--- src/rtl/cart_cmd_pkg.sv ---
package cart_cmd_pkg;

  typedef enum logic [1:0] {
    MODE_RAW     = 2'd0,
    MODE_SEC_STD = 2'd1,
    MODE_SEC_EXT = 2'd2,
    MODE_MAIN    = 2'd3
  } mode_e;

  typedef enum logic [1:0] {
    RSP_NONE   = 2'd0,
    RSP_FILL   = 2'd1,
    RSP_CHIPID = 2'd2,
    RSP_ROM    = 2'd3
  } kind_e;

  // Decision produced by one opcode decoder
  typedef struct packed {
    kind_e      kind;
    logic [7:0] fill;
    logic       len_fixed;  // length is one block instead of the request
    logic       wrap_blk;   // ROM data wraps every block
    logic       set_mode;
    mode_e      next_mode;
    logic       set_enc;
    logic       key_req;
    logic       key_ext;
  } dec_t;

  localparam dec_t DEC_NONE = '{
    kind: RSP_NONE, fill: 8'h00, len_fixed: 1'b0, wrap_blk: 1'b0,
    set_mode: 1'b0, next_mode: MODE_RAW, set_enc: 1'b0,
    key_req: 1'b0, key_ext: 1'b0
  };

endpackage

--- src/rtl/cart_raw_dec.sv ---
module cart_raw_dec
  import cart_cmd_pkg::*;
#(
  parameter logic [7:0] OP_FILL   = 8'h9F,
  parameter logic [7:0] OP_HEADER = 8'h00,
  parameter logic [7:0] OP_ID     = 8'h90,
  parameter logic [7:0] OP_SEC    = 8'h3C,
  parameter logic [7:0] OP_SECX   = 8'h3D,
  parameter logic [7:0] FILL_BYTE = 8'hFF
) (
  input  logic [7:0] opcode,
  input  logic       ext_ok,
  output dec_t       dec
);

  always_comb begin
    dec = DEC_NONE;
    unique case (opcode)
      OP_FILL: begin
        dec.kind = RSP_FILL;
        dec.fill = FILL_BYTE;
      end
      OP_HEADER: begin
        dec.kind     = RSP_ROM;
        dec.wrap_blk = 1'b1;
      end
      OP_ID: dec.kind = RSP_CHIPID;
      OP_SEC: begin
        dec.set_mode  = 1'b1;
        dec.next_mode = MODE_SEC_STD;
        dec.key_req   = 1'b1;
      end
      OP_SECX: begin
        if (ext_ok) begin
          dec.set_mode  = 1'b1;
          dec.next_mode = MODE_SEC_EXT;
          dec.key_req   = 1'b1;
          dec.key_ext   = 1'b1;
        end
      end
      default: dec = DEC_NONE;
    endcase
  end

endmodule

--- src/rtl/cart_sec_dec.sv ---
module cart_sec_dec
  import cart_cmd_pkg::*;
#(
  parameter int ADDR_W     = 32,
  parameter int BASE_W     = 16,
  parameter int BASE_SHIFT = 19,
  parameter int BLK_BYTES  = 4096
) (
  input  logic [3:0]        nib0,      // upper nibble of decrypted byte 0
  input  logic [3:0]        nib2,      // upper nibble of decrypted byte 2
  input  logic              ext_mode,
  input  logic [BASE_W-1:0] region,
  output dec_t              dec,
  output logic [ADDR_W-1:0] addr
);

  localparam logic [3:0] NIB_ENC  = 4'h4;
  localparam logic [3:0] NIB_ID   = 4'h1;
  localparam logic [3:0] NIB_READ = 4'h2;
  localparam logic [3:0] NIB_MAIN = 4'hA;

  logic [ADDR_W-1:0] std_addr;
  logic [ADDR_W-1:0] region_base;

  assign std_addr    = ADDR_W'({nib2, 12'h000});
  assign region_base = ADDR_W'(region) << BASE_SHIFT;

  always_comb begin
    if (ext_mode)
      addr = std_addr - ADDR_W'(BLK_BYTES) + region_base;
    else
      addr = std_addr;
  end

  always_comb begin
    dec = DEC_NONE;
    unique case (nib0)
      NIB_ENC:  dec.set_enc = 1'b1;
      NIB_ID:   dec.kind    = RSP_CHIPID;
      NIB_READ: begin
        dec.kind      = RSP_ROM;
        dec.len_fixed = 1'b1;
        dec.wrap_blk  = 1'b1;
      end
      NIB_MAIN: begin
        dec.set_mode  = 1'b1;
        dec.next_mode = MODE_MAIN;
      end
      default: dec = DEC_NONE;
    endcase
  end

endmodule

--- src/rtl/cart_main_dec.sv ---
module cart_main_dec
  import cart_cmd_pkg::*;
#(
  parameter logic [7:0] OP_ID = 8'hB8
) (
  input  logic [7:0] opcode,
  output dec_t       dec
);

  always_comb begin
    dec = DEC_NONE;
    if (opcode == OP_ID) dec.kind = RSP_CHIPID;
  end

endmodule

--- src/rtl/cart_cmd_fsm.sv ---
module cart_cmd_fsm
  import cart_cmd_pkg::*;
#(
  parameter int CMD_W      = 64,
  parameter int LEN_W      = 16,
  parameter int ADDR_W     = 32,
  parameter int ID_W       = 32,
  parameter int BASE_W     = 16,
  parameter int BASE_SHIFT = 19,
  parameter int BLK_BYTES  = 4096
) (
  input  logic              clk,
  input  logic              rst,
  input  logic              cmd_valid,
  output logic              cmd_ready,
  input  logic [CMD_W-1:0]  cmd_data,
  input  logic [LEN_W-1:0]  cmd_len,
  input  logic              ext_platform,
  input  logic [ID_W-1:0]   chip_id,
  input  logic [BASE_W-1:0] region_field,
  output logic              rsp_valid,
  output logic [1:0]        rsp_kind,
  output logic [7:0]        rsp_fill,
  output logic [ADDR_W-1:0] rsp_addr,
  output logic [LEN_W-1:0]  rsp_len,
  output logic [LEN_W-1:0]  rsp_span,
  output logic [1:0]        mode,
  output logic              data_enc,
  output logic              key_init,
  output logic              key_ext
);

  localparam int B0_HI = CMD_W - 1;
  localparam int B2_HI = CMD_W - 17;
  localparam logic [LEN_W-1:0] BLK_LEN = LEN_W'(BLK_BYTES);

  mode_e             mode_q;
  logic              enc_q;
  logic              rdy_q;
  logic              fire;
  logic [7:0]        op_byte;
  dec_t              raw_d, sec_d, main_d, sel_d;
  logic [ADDR_W-1:0] sec_addr, sel_addr;

  assign op_byte = cmd_data[B0_HI -: 8];
  assign fire    = cmd_valid & rdy_q;

  cart_raw_dec u_raw (
    .opcode (op_byte),
    .ext_ok (ext_platform),
    .dec    (raw_d)
  );

  cart_sec_dec #(
    .ADDR_W     (ADDR_W),
    .BASE_W     (BASE_W),
    .BASE_SHIFT (BASE_SHIFT),
    .BLK_BYTES  (BLK_BYTES)
  ) u_sec (
    .nib0     (cmd_data[B0_HI -: 4]),
    .nib2     (cmd_data[B2_HI -: 4]),
    .ext_mode (mode_q == MODE_SEC_EXT),
    .region   (region_field),
    .dec      (sec_d),
    .addr     (sec_addr)
  );

  cart_main_dec u_main (
    .opcode (op_byte),
    .dec    (main_d)
  );

  // Only the decoder of the active mode is ever consulted
  always_comb begin
    sel_addr = '0;
    unique case (mode_q)
      MODE_RAW:     sel_d = raw_d;
      MODE_SEC_STD,
      MODE_SEC_EXT: begin
        sel_d    = sec_d;
        sel_addr = sec_addr;
      end
      MODE_MAIN:    sel_d = main_d;
      default:      sel_d = DEC_NONE;
    endcase
  end

  always_ff @(posedge clk) begin
    if (rst) begin
      mode_q    <= MODE_RAW;
      enc_q     <= 1'b0;
      rdy_q     <= 1'b0;
      rsp_valid <= 1'b0;
      rsp_kind  <= RSP_NONE;
      rsp_fill  <= '0;
      rsp_addr  <= '0;
      rsp_len   <= '0;
      rsp_span  <= '0;
      key_init  <= 1'b0;
      key_ext   <= 1'b0;
    end else begin
      rdy_q     <= 1'b1;
      rsp_valid <= fire;
      key_init  <= fire & sel_d.key_req;
      if (fire) begin
        rsp_kind <= sel_d.kind;
        rsp_fill <= sel_d.fill;
        key_ext  <= sel_d.key_ext;
        rsp_addr <= (sel_d.kind == RSP_ROM) ? sel_addr : '0;
        if (sel_d.kind == RSP_NONE)
          rsp_len <= '0;
        else if (sel_d.len_fixed)
          rsp_len <= BLK_LEN;
        else
          rsp_len <= cmd_len;
        rsp_span <= sel_d.wrap_blk ? BLK_LEN : '0;
        if (sel_d.set_mode) mode_q <= sel_d.next_mode;
        if (sel_d.set_enc)  enc_q  <= 1'b1;
      end
    end
  end

  assign cmd_ready = rdy_q;
  assign mode      = mode_q;
  assign data_enc  = enc_q;

endmodule

--- config.mk ---
export PLATFORM = sky130hd
export DESIGN_NAME = cart_cmd_fsm
export DESIGN_NICKNAME = d
export VERILOG_FILES = /design/src/rtl/cart_cmd_pkg.sv /design/src/rtl/cart_raw_dec.sv /design/src/rtl/cart_sec_dec.sv /design/src/rtl/cart_main_dec.sv /design/src/rtl/cart_cmd_fsm.sv
export SDC_FILE = /design/constraint.sdc
export NUM_CORES = 1
export LEC_CHECK = 0
export CAP_MARGIN = 25
export CORE_MARGIN = 10
export CORE_UTILIZATION = 37
export CTS_CLUSTER_SIZE = 20
export DETAILED_ROUTE_END_ITERATION = 7
export PLACE_DENSITY_LB_ADDON = 0.12
export REMOVE_ABC_BUFFERS = 1
export SLEW_MARGIN = 10
export SYNTH_ARGS = -nofsm -noshare
export SYNTH_HDL_FRONTEND = slang
export SYNTH_HIERARCHICAL = 1
export SYNTH_SLANG_ARGS = --single-unit
--- constraint.sdc ---
create_clock -name clk -period 3.8 [get_ports clk]
set_input_delay 0.38 -clock clk [delete_from_list [all_inputs] [get_ports clk]]
set_output_delay 0.38 -clock clk [all_outputs]
set_load 0.01 [all_outputs]
==> impl_metrics.tcl, run 1 <==
set metrics [dict create \
    status "completed" \
    die-area_sq_um 16000 \
    min_period_ns 3.22 \
    via_per_inst 4.93 \
    totalWireLength_mm 11.4 \
    tns_ns 0 \
    ant_nets 0 \
    cts_sinks 66 \
    utilization 0.487 \
    yosysSeqAreaShare 0.315 \
    worst_pin_slew_ns 0.823 \
    grt_start_max_net_pins 38 \
    netlist_top_cells_area "dfxtp_1 (31%), buf_4 (13%), nand2_1 (6.6%)" \
    clk-insertion-delay-late_ns 0.33 \
    fin_crit_sh 0.847 \
    cp_max_fo 13 \
    synth-seq-cells 66 \
    grt_pass1_vias 3531 \
    vias 3735 \
    rrSetupSlack_ns 1.55 \
    critPathCapture "rsp_addr[31]" \
    area_growth_pct 27.3 \
    max_cap_violations 0 \
    start_util 0.382 \
    clockBufferDepth 2 \
    drt-initial-drc-count 202 \
    yosysTopAreaCellShare 0.315 \
    antenna_found_initial 0 \
    final_max_slew_viol_count 0 \
    r2r-end "mode[0]" \
    slew-limit-headroom 0.450 \
    critPathLaunch "cmd_data[44]" \
    final_layout_size_suffix_gt1_frac 0.0600 \
    max_freq_mhz 311 \
    port-buffer-count 110 \
    cts_hold_buf 0 \
    regToRegStartpoint "mode[0]" \
    dp_hpwl_mm 8.12 \
    die_x_um 127 \
    min-delay-start "rsp_len[8]" \
    dieHeight_um 127 \
    hold_viol 0 \
    finClkSkew_ns 0.00752 \
    routabilityCongestion 0.826 \
    cts_tree "built" \
    ir_worst_vdd_uv 220 \
    syn_inst 535 \
    grt_use_total 0.137 \
    synth_common_cells "nand2_1 (74), buf_4 (72), dfxtp_1 (66)" \
    syn_avg_cell_area_sq_um 7.85 \
    num_io_pins 213 \
    synth_ff_type "dfxtp_1" \
    setup_viol_count_final 0 \
    post_cts_buffers 0 \
    rsz0062_at_grt "false" \
    fin_hold_ws_ns 0.447 \
    synth_most_common_cell "nand2_1" \
    critical_path_class "in2reg" \
    crit_arrival_ns 3.42 \
    num_rows 38 \
    coreArea_sq_um 11000 \
    synth_top_cell_by_area "dfxtp_1" \
    wl_per_cell_um 15.1 \
    hp-class "reg2reg" \
    yosysWarnings 6 \
    cellPowerDensity_nw_per_um2 315 \
    n_antenna_cell 0 \
    fin_nets 761 \
    reg2reg_depth 6 \
    drtPass1Iterations 4 \
    cts-root-buf "clkbuf_16" \
    cp-end-kind "register" \
    required_ns 4.00 \
    p_leak_nw 2.06 \
    ys_async_sr_fraction 0 \
    clk_pin_slew_ns 0.05 \
    cts_buffers 9 \
    overflow 0 \
    synth_area_sq_um 4200 \
    drc 0 \
    synth_cell_types 54 \
    synth-edff-count 0 \
    start_kind "input pin" \
    cts_resized 0 \
    cts-htree-levels 3 \
    grt_pass1_wl_mm 18.3 \
]
## cell families (layout without fill, tap and decap cells)
logic type,after synthesis,count (layout),share of synthesized area
buf+inv,130,160,0.187
xor+xnor,10,10,0.0209
flops,66,66,0.315
compound gates,111,111,0.186
other cells,4,56,0.00357
simple gates,193,193,0.225
fa+ha+maj,17,17,0.0524
mux,4,4,0.0107
## cell usage in the layout, fill, tap and decap left out, types with 5 or more instances in the layout
master           instances
o21ai_0                 31
xor2_1                   7
nand2b_1                16
nand2_1                 74
dfxtp_1                 66
nor3_1                  10
nand3_1                 48
buf_4                    6
and2_1                   5
o41ai_1                 15
clkbuf_16                9
o21ai_1                  5
clkdlybuf4s50_1        110
inv_1                   27
nand4_1                  5
conb_1                  56
a221o_1                 16
ha_1                    15
a21oi_1                 22
nor2_1                  18
## sequential cells by signal, indices dropped and copies added (netlist names)
name,count
rsp_addr,32
rsp_valid,1
rsp_fill,8
key_init,1
data_enc,1
rsp_len,16
mode,2
rsp_kind,2
rsp_span,1
key_ext,1
cmd_ready,1
## stage by stage
step                      worst slack (ns)  area, sq um  std cells  total power, mW
after floorplan                      0.141         3710        485            0.790
after global placement               0.320         5050        741            0.874
after detailed placement             0.264         5050        741            0.877
after CTS                            0.594         5350        757             1.71
after global routing                 0.381         5350        757             1.77
final                                0.581         5350        757             1.69
## worst min-delay path by stage
stage,cells past startpoint,endpoint,slack (ns)
after floorplan,1,key_ext,0.45
after global placement,2,rsp_len[8],0.43
after detailed placement,2,rsp_len[8],0.44
after CTS,2,rsp_len[8],0.45
after global routing,2,rsp_len[0],0.46
final,2,rsp_len[8],0.45
## critical path: stages
cell             delay, ns
clkdlybuf4s50_1       0.48
inv_1                 0.09
ha_1                  0.16
nor3b_1               0.26
buf_4                 0.27
inv_1                 0.08
fa_1                  0.40
and2b_2               0.26
o2111ai_2             0.15
a211oi_2              0.37
a21oi_2               0.10
mux2_4                0.30
nand3_1               0.06
o21ai_1               0.06
## power by group
part | internal, mW | leakage [nW] | total, mW | switching, mW
Combinational | 0.0737 | 1.39 | 0.169 | 0.0949
Sequential | 0.694 | 0.532 | 0.695 | 0.00148
Clock | 0.506 | 0.145 | 0.821 | 0.315
Total | 1.27 | 2.06 | 1.69 | 0.412
## per-layer routing
metal,track usage,routed length [um]
met2,0.205,5080
met3,0.0466,831
met1,0.181,5420
met5,0,0
met4,0.0382,107
## area by class of cell
class	count	area (sq um)
fillers	1124	5640
multi-input cells	391	2300
flip-flops and latches	66	1320
repair buffers	116	1150
clock buffers	9	225
well taps	140	175
inverters	28	105
clock inverters	7	70.1
(Power assumes the default switching activity.)
==> run 2: changes to the inputs <==
--- a/config.mk
+++ b/config.mk
@@ -7,7 +7,7 @@
 export LEC_CHECK = 0
 export CAP_MARGIN = 25
 export CORE_MARGIN = 10
-export CORE_UTILIZATION = 37
+export CORE_UTILIZATION = 41
 export CTS_CLUSTER_SIZE = 20
 export DETAILED_ROUTE_END_ITERATION = 7
 export PLACE_DENSITY_LB_ADDON = 0.12
==> constraint.sdc (replaced) <==
create_clock -name clk -period 3.3 [get_ports clk]
set_input_delay 0.33 -clock clk [delete_from_list [all_inputs] [get_ports clk]]
set_output_delay 0.33 -clock clk [all_outputs]
set_load 0.01 [all_outputs]
==> impl_metrics.tcl, run 2 (same netlist as run 1, synthesis figures left out) <==
set metrics [dict create \
    cts_buffers 9 \
    crit_arrival_ns 3.17 \
    dp_slack_ns -0.0117 \
    p_leak_nw 2.08 \
    overflow 0 \
    num_io_pins 213 \
    num_rows 36 \
    fin_crit_sh 0.894 \
    drc 0 \
    critical_path_class "in2reg" \
    drtPass1Iterations 6 \
    cpPeakStageDelay_ns 0.42 \
    largest_register_ffs 32 \
    area_growth_pct 27.3 \
    tns_ns 0 \
    totalWireLength_mm 11.0 \
    cp-end-kind "register" \
    dp_hpwl_mm 7.81 \
    mostFrequentLayoutCells "clkdlybuf4s50_1 (110), nand2_1 (74), dfxtp_1 (66), conb_1 (56), nand3_1 (48)" \
    required_ns 3.53 \
    hold_viol 0 \
    coreArea_sq_um 9860 \
    fin_hold_ws_ns 0.445 \
    cp_max_fo 3 \
    finClkSkew_ns 0.00853 \
    hp-class "reg2reg" \
    drt-initial-drc-count 134 \
    n_fill_cell 937 \
    clockBufferDepth 2 \
    mostFrequentLayoutCell "clkdlybuf4s50_1" \
    grt_pass1_wl_mm 17.9 \
    start_util 0.426 \
    routabilityCongestion 0.828 \
    ant_nets 0 \
    cts_hold_buf 0 \
    cts-root-buf "clkbuf_8" \
    ir_worst_vdd_uv 238 \
    path_delay_family "adder cells" \
    post_cts_buffers 0 \
    start_kind "input pin" \
    vias 3691 \
    crit_path_top_delay_cell "clkdlybuf4s50_1" \
    cp_cell_sequence "clkdlybuf4s50_1 -> inv_1 -> ha_1 -> nor3b_2 -> ha_1 -> inv_1 -> fa_1 -> and2b_2 -> o2111ai_2 -> a211oi_2 -> a21oi_2 -> mux2_4 -> nand3_1 -> o21ai_1" \
    wl_per_cell_um 14.4 \
    status "completed" \
    cts_sinks 66 \
    rsz0062_at_grt "false" \
    max_freq_mhz 339 \
    largest-register "rsp_addr" \
    die-area_sq_um 14700 \
    clk_pin_slew_ns 0.08 \
    grt_pass1_vias 3609 \
    worst_pin_slew_ns 0.673 \
    cts-htree-levels 3 \
    cellPowerDensity_nw_per_um2 334 \
    setup_slack_ns 0.351 \
    antenna_found_initial 0 \
    port-buffer-count 110 \
    crit_buf_inv 3 \
    min_period_ns 2.95 \
    via_per_inst 4.86 \
    dieHeight_um 121 \
    die_x_um 121 \
    final_layout_size_suffix_gt1_frac 0.0750 \
    slew-limit-headroom 0.551 \
    cts_resized 0 \
    grt_start_max_net_pins 49 \
    grt_use_total 0.149 \
    final_max_slew_viol_count 0 \
    max_cap_violations 0 \
    n_antenna_cell 0 \
    cts_tree "built" \
    reg_top3 "rsp_addr x32, rsp_len x16, rsp_fill x8" \
    fin_nets 771 \
    clk-insertion-delay-late_ns 0.34 \
    setup_viol_count_final 0 \
]
run 2: cell types whose count changed in the layout (fill, tap and decap cells not counted):
cell        previous run  this run
clkinvlp_4             1         2
nor3b_2                0         1
ha_1                  15        16
clkinv_2               3         1
nor3b_1                1         0
clkinv_4               2         0
bufinv_16              1         2
inv_6                  0         1
ha_2                   1         0
clkbuf_8               0        10
buf_4                  6        16
clkbuf_16              9         0
run 2: report_power, final:
part | internal, mW | switching (mW)
Combinational | 0.0896 | 0.109
Clock | 0.448 | 0.339
Sequential | 0.798 | 0.00163
Total | 1.33 | 0.450
run 2: final timing paths:
kind / from / end / slack [ns] / depth (start not counted)
min reg2reg: rsp_addr[30] / rsp_addr[30] / 0.44 / 2
max reg2reg: mode[0] / mode[0] / 1.08 / 6
min: rsp_addr[30] / rsp_addr[30] / 0.44 / 2
max: cmd_data[44] / rsp_addr[31] / 0.35 / 14
run 2: final cells by class:
cell class / count / area (sq um) / area share
flip-flops and latches: 66 / 1320 / 0.247
clock inverters: 6 / 88.8 / 0.0166
clock buffers: 10 / 138 / 0.0257
well taps: 133 / 166 / 0.0311
multi-input cells: 391 / 2300 / 0.431
repair buffers: 126 / 1220 / 0.228
inverters: 28 / 105 / 0.0197
run 2: metal layers:
layer | part of all wire | track usage
met1 | 0.45 | 0.182
met3 | 0.11 | 0.0684
met5 | 0 | 0
met4 | 0.012 | 0.0499
met2 | 0.43 | 0.226
run 2: through the flow:
step | std cells | util | instance area [sq um] | power [mW]
final | 760 | 0.542 | 5350 | 1.78
after global routing | 760 | 0.542 | 5350 | 1.87
after CTS | 760 | 0.542 | 5350 | 1.81
after detailed placement | 744 | 0.519 | 5120 | 1.01
after global placement | 744 | 0.519 | 5120 | 1.01
after floorplan | 485 | - | 3710 | 0.910
run 2: tightest hold or removal path, delay by kind of cell (launching register included):
family	cells	cell delay, ns
DFF	1	0.31
and+or+nand+nor	1	0.05
AOI/OAI and AO/OA	1	0.05
==> run 3: changes to the inputs <==
--- a/config.mk
+++ b/config.mk
@@ -12,7 +12,7 @@
 export DETAILED_ROUTE_END_ITERATION = 7
 export PLACE_DENSITY_LB_ADDON = 0.12
 export REMOVE_ABC_BUFFERS = 1
-export SLEW_MARGIN = 10
+export SLEW_MARGIN = 25
 export SYNTH_ARGS = -nofsm -noshare
 export SYNTH_HDL_FRONTEND = slang
 export SYNTH_HIERARCHICAL = 1
==> results of run 3 <==
Same layout as run 2: the final DEF is identical, and so are final timing and power.
